File: config.mk
export PLATFORM = sky130hd
export DESIGN_NAME = bitpat_irq_detect
export DESIGN_NICKNAME = d
export VERILOG_FILES = /design/src/rtl/bpd_pkg.sv /design/src/rtl/bpd_sync.sv /design/src/rtl/bpd_eval.sv /design/src/rtl/bpd_trigger.sv /design/src/rtl/bitpat_irq_detect.sv
export SDC_FILE = /design/constraint.sdc
export NUM_CORES = 1
export LEC_CHECK = 0
export BUFFER_PORTS_ARGS = -buffer_cell sky130_fd_sc_hd__buf_2
export CAP_MARGIN = 20
export CORE_MARGIN = 5
export CORE_UTILIZATION = 50
export CTS_BUF_LIST = sky130_fd_sc_hd__clkbuf_8
export DETAILED_ROUTE_END_ITERATION = 8
export MAX_ROUTING_LAYER = met4
export PLACE_DENSITY_LB_ADDON = 0.08
export SLEW_MARGIN = 20
export SYNTH_ARGS = -nofsm -noshare
export SYNTH_HDL_FRONTEND = slang
export SYNTH_SLANG_ARGS = --single-unit
export TNS_END_PERCENT = 5
File: constraint.sdc
create_clock -name clk_i -period 6 [get_ports clk_i]
set_clock_uncertainty 0.05 [all_clocks]
set_input_delay 0.3 -clock clk_i [delete_from_list [all_inputs] [get_ports clk_i]]
set_output_delay 0.3 -clock clk_i [all_outputs]
set_load 0.05 [all_outputs]
File: src/rtl/bpd_pkg.sv
package bpd_pkg;
  typedef enum logic {COMB_ANY = 1'b0, COMB_ALL = 1'b1} comb_e;
  typedef enum logic {SENSE_LOW = 1'b0, SENSE_HIGH = 1'b1} sense_e;

  // bit 1 sense, bit 0 combine
  typedef struct packed {
    sense_e sense;
    comb_e  comb;
  } ctrl_t;

  localparam ctrl_t CTRL_RST = '{sense: SENSE_LOW, comb: COMB_ANY};
endpackage

File: src/rtl/bpd_sync.sv
module bpd_sync #(
  parameter int W      = 8,
  parameter int STAGES = 2
) (
  input  logic         clk_i,
  input  logic         rst_ni,
  input  logic [W-1:0] d_i,
  output logic [W-1:0] q_o
);
  logic [STAGES-1:0][W-1:0] stg_q;

  always_ff @(posedge clk_i or negedge rst_ni) begin
    if (!rst_ni) begin
      stg_q <= '0;
    end else begin
      stg_q[0] <= d_i;
      for (int s = 1; s < STAGES; s++) stg_q[s] <= stg_q[s-1];
    end
  end

  assign q_o = stg_q[STAGES-1];
endmodule

File: src/rtl/bpd_eval.sv
module bpd_eval
  import bpd_pkg::*;
#(
  parameter int W = 8
) (
  input  logic [W-1:0] data_i,
  input  logic [W-1:0] mask_i,
  input  ctrl_t        ctrl_i,
  output logic         hit_o
);
  logic [W-1:0] lvl;
  logic         any_act, all_act, none_used;

  always_comb begin
    lvl       = (ctrl_i.sense == SENSE_HIGH) ? data_i : ~data_i;
    any_act   = |(lvl & ~mask_i);
    all_act   = &(lvl | mask_i);
    none_used = &mask_i;
    hit_o     = !none_used && ((ctrl_i.comb == COMB_ALL) ? all_act : any_act);
  end


  always_comb begin
    if (mask_i == '1) all_masked_chk: assert (!hit_o);
  end
endmodule

File: src/rtl/bpd_trigger.sv
module bpd_trigger (
  input  logic clk_i,
  input  logic rst_ni,
  input  logic hit_i,
  input  logic irq_en_i,
  input  logic m1_i,
  input  logic ack_i,
  output logic irq_o
);
  logic prev_q, defer_q, irq_q;
  logic rise, want;

  assign rise = hit_i & ~prev_q;
  assign want = irq_en_i & (rise | defer_q);

  always_ff @(posedge clk_i or negedge rst_ni) begin
    if (!rst_ni) begin
      prev_q  <= 1'b0;
      defer_q <= 1'b0;
      irq_q   <= 1'b0;
    end else begin
      prev_q  <= hit_i;
      defer_q <= want & m1_i;                         // held until M1 ends
      irq_q   <= (want & ~m1_i) | (irq_q & ~ack_i);   // new post beats ack
    end
  end

  assign irq_o = irq_q;


  no_post_in_m1_chk: assert property (@(posedge clk_i) disable iff (!rst_ni)
    (m1_i && !irq_o) |=> !irq_o);

  no_post_disabled_chk: assert property (@(posedge clk_i) disable iff (!rst_ni)
    (!irq_en_i && !irq_o) |=> !irq_o);

  ack_clears_chk: assert property (@(posedge clk_i) disable iff (!rst_ni)
    (ack_i && m1_i) |=> !irq_o);

  steady_true_quiet_chk: assert property (@(posedge clk_i) disable iff (!rst_ni)
    (hit_i && prev_q && !defer_q && !irq_o) |=> !irq_o);
endmodule

File: src/rtl/bitpat_irq_detect.sv
module bitpat_irq_detect
  import bpd_pkg::*;
#(
  parameter int WIDTH       = 8,
  parameter int SYNC_STAGES = 2
) (
  input  logic             clk_i,
  input  logic             rst_ni,
  input  logic [WIDTH-1:0] port_i,
  input  logic [WIDTH-1:0] wdata_i,
  input  logic             mask_we_i,
  input  logic             ctrl_we_i,
  input  logic             irq_en_i,
  input  logic             m1_i,
  input  logic             ack_i,
  output logic             irq_o
);
  localparam int CW = $bits(ctrl_t);

  logic [WIDTH-1:0] mask_q, port_s;
  ctrl_t            ctrl_q;
  logic             hit;

  always_ff @(posedge clk_i or negedge rst_ni) begin
    if (!rst_ni) begin
      mask_q <= '1;
      ctrl_q <= CTRL_RST;
    end else begin
      if (mask_we_i) mask_q <= wdata_i;
      if (ctrl_we_i) ctrl_q <= ctrl_t'(wdata_i[CW-1:0]);
    end
  end

  bpd_sync #(.W(WIDTH), .STAGES(SYNC_STAGES)) u_sync (
    .clk_i (clk_i),
    .rst_ni(rst_ni),
    .d_i   (port_i),
    .q_o   (port_s)
  );

  bpd_eval #(.W(WIDTH)) u_eval (
    .data_i(port_s),
    .mask_i(mask_q),
    .ctrl_i(ctrl_q),
    .hit_o (hit)
  );

  bpd_trigger u_trig (
    .clk_i   (clk_i),
    .rst_ni  (rst_ni),
    .hit_i   (hit),
    .irq_en_i(irq_en_i),
    .m1_i    (m1_i),
    .ack_i   (ack_i),
    .irq_o   (irq_o)
  );


  rst_quiet_chk: assert property (@(posedge clk_i) disable iff (!rst_ni)
    $rose(rst_ni) |-> !irq_o);
endmodule

==> results by group <==
Layout
  – Final design utilization: 0.638
  – Share of layout cells above drive strength 1: 0.446
  – Area of the multi-input gates: 334 µm²
  – Synth-to-layout area growth: 24.4%
  – N_diodes: 0
  – Nets@finish: 134
  – Seq. cell area: 736 µm²
  – # fillers: 187

Yosys
  – Synth Net Count: 105
  – Area share of fa/ha/maj cells after synthesis: 0
  – Xor/xnor cell area share of the yosys netlist: 0.0394
  – Synth Area in Simple Gates: 0.0697
  – Main combinational cell family by area after synthesis: compound AO/OA/AOI/OAI gates
  – Unique masters post-synth: 25
  – Post-synthesis average cell area: 13.6 µm²
  – Synth Area in Compound Gates: 0.120
  – Synth async-reset ratio: 1.00
  – Sequential share of the synthesized area: 0.661
  – Yosys reg bits: 29
  – Yosys Warn Count: 0
  – Mux cell area share after synthesis: 0.0709
  – Top FF cell, synth: dfrtp_1
  – Post-synth EDFFs: 0
  – Gate Count Post-Synth: 82
  – Synth Cell Area: 0.00111 mm²

Timing
  – RSZ-0062 raised after global routing: false
  – Final setup vio count: 0
  – Fin Setup TNS: 0 ps
  – Peak Freq: 480 MHz
  – Hold Vio Cnt, Final: 0
  – Worst slew margin: 0.598
  – Period minus WS final: 2080 ps
  – Final period util: 0.347
  – Worst-Margin Slew: 603 ps
  – Fin. max-slew vios: 0

Placement
  – Post-DP HPWL: 1.26 mm
  – IO Port Bufs: 23
  – RePlAce Congestion: 0.830

CTS
  – Post-CTS Setup Inserts: 0
  – CTS buffer count: 5
  – CTS clk-pin slew, worst paths: 60 ps
  – Clock insertion delay at the later pin of the skew report: 270 ps
  – Post_cts resized: 0
  – CTS root buf: clkbuf_8
  – Clock tree buffer depth: 2
  – TritonCTS clock tree: yes
  – Sink Count: 29
  – CTS H-Tree Depth: 2

Floorplan
  – Row count: 17
  – Core box area: 0.00217 mm²
  – Initial core utilization: 0.513
  – Ports: 24
  – Die area: 0.00327 mm²
  – Die width: 57.2 µm
  – Die Height: 57.2 µm

Power
  – Worst vdd ir: 0.264 mV
  – Power density cells: 347 mW/mm²
  – LEAKAGE: 0.620 nW

Global routing
  – First-pass GRT wire length: 2.95 mm
  – Grt met1 use: 0.146
  – GRT Max-Usage Layer: met2
  – Met3 usage: 0.0611
  – Antenna violations before repair: 0
  – GR Overflow Total: 0
  – GR Layer Usage met2: 0.176
  – Vias in the first global route: 709
  – Largest net degree at the start of global routing: 30
  – GR Util All Layers: 0.125

Critical path
  – Crit path arrival time: 2220 ps
  – Required @ worst endpoint: 6140 ps
  – Slowest cell on crit path: dfstp_2
  – Delay-heaviest family, CP: compound AO/OA/AOI/OAI gates
  – Crit path cell chain: or2b_1 -> o221ai_2 -> o32a_1 -> o31a_1 -> o41a_1 -> o32ai_2
  – Critical path capture point type: flop
  – CP max stage delay: 540 ps
  – Worst Setup Path Type: flop to flop
  – Crit path buf inv count: 0
  – Worst Setup Start Kind: flop
  – Critical Path Fanout Max: 4

Hold path
  – Hold/Removal Path Class: input pin to flop

Drt
  – DR pass1 iterations: 4
  – Vias per inst: 5.04
  – DRC viols: 0
  – Post-route ant nets: 0
  – DRT Wirelength: 1.72 mm
  – Drt wl/cell: 12.3 µm
  – DR iter-0 viols: 17
  – Via Count: 705

Flow run
  – Max Cap Viol: 0

Outcome
  – Status: complete, no violations
==> logic make-up after synthesis <==
group | count (synthesis)
buffers and inverters | 11
AND/OR/NAND/NOR | 14
multiplexers | 7
flip-flops | 29
AO/OA/AOI/OAI | 16
XOR/XNOR | 5
==> area by class of cell <==
cell class | instances | share of cell area
clock inverter | 2 | 0.0271
tap | 28 | 0.0253
timing repair buffer | 24 | 0.0904
inverter | 9 | 0.0244
clock buffer | 6 | 0.0597
sequential | 29 | 0.532
multi-input combinational | 42 | 0.241
==> worst paths after layout <==
| check | startpoint | to | slack (ps) | cells after the start |
|---|---|---|---|---|
| hold reg to reg | u_sync.stg_q[1] | u_sync.q_o[1] | 300 | 0 |
| setup / recovery | mask_q[2] | u_trig.irq_o | 3920 | 6 |
| setup reg to reg | mask_q[2] | u_trig.irq_o | 3920 | 6 |
| hold / removal | port_i[6] | u_sync.stg_q[6] | 80 | 1 |
| max in group asynchronous | rst_ni | u_sync.q_o[7] | 4990 | 2 |
| min in group asynchronous | rst_ni | u_trig.prev_q | 520 | 2 |
==> registers in the layout (all words and copies together), names as in the netlist <==
| register | flops |
|---|---|
| u_trig.defer_q | 1 |
| u_trig.prev_q | 1 |
| u_trig.irq_o | 1 |
| u_sync.stg_q | 8 |
| mask_q | 8 |
| u_sync.q_o | 8 |
| ctrl_q | 2 |
==> Yosys cell counts (2+ instances only) <==
master / n / area share
mux2_2: 7 / 0.071
dfrtp_1: 21 / 0.47
nand4_1: 2 / 0.011
nand2_1: 4 / 0.013
o21ai_0: 6 / 0.027
dfstp_2: 8 / 0.19
xnor2_1: 4 / 0.031
inv_1: 9 / 0.030
nor2_1: 4 / 0.013
o22ai_1: 2 / 0.011
==> metal layers <==
metal | up-vias | wire length [µm] | share of wire
met4 | 0 | 30 | 0.017
met3 | 4 | 157 | 0.091
met1 | 332 | 758 | 0.44
met2 | 24 | 772 | 0.45
met5 | - | 0 | 0
li1 | 345 | - | -
==> stage by stage <==
step / setup slack (ps) / total power [mW] / hold WS, ps / cells / area [µm²]
after floorplan: 3980 / 0.259 / -45.6 / 82 / 1110
after global placement: 3940 / 0.275 / 282 / 131 / 1250
after detailed placement: 3900 / 0.277 / 285 / 131 / 1250
after CTS: 3900 / 0.487 / 69.4 / 140 / 1380
after global routing: 3840 / 0.500 / 68.4 / 140 / 1380
final: 3920 / 0.480 / 79.4 / 140 / 1380
==> where the power goes <==
| part | internal [mW] | total [mW] | switching, mW |
|---|---|---|---|
| Clock | 0.135 | 0.206 | 0.0716 |
| Sequential | 0.214 | 0.226 | 0.0120 |
| Combinational | 0.0252 | 0.0474 | 0.0222 |
| Total | 0.374 | 0.480 | 0.106 |
==> layout by cell type, fill, tap and decap left out, types with 2 or more instances in the layout <==
cell type  Yosys  layout
buf_2          1      23
dfrtp_1       21      21
inv_1          9       9
dfstp_2        8       8
mux2_2         7       7
o21ai_0        6       6
clkbuf_8       0       6
xnor2_1        4       4
nor2_1         4       4
nand2_1        4       4
o22ai_1        2       2
nand4_1        2       2
==> worst register-to-register path, stage by stage, from the launching register on <==
cell and delay (ps):
dfstp_2 540, or2b_1 100, o221ai_2 90, o32a_1 340, o31a_1 250, o41a_1 440, o32ai_2 190
==> what timing repair did <==
item                                   in CTS  in global routing
setup endpoints to repair                   0                  0
hold buffers                                1                  0
endpoints found under the hold margin      21                  0
(Power assumes the default switching activity.)
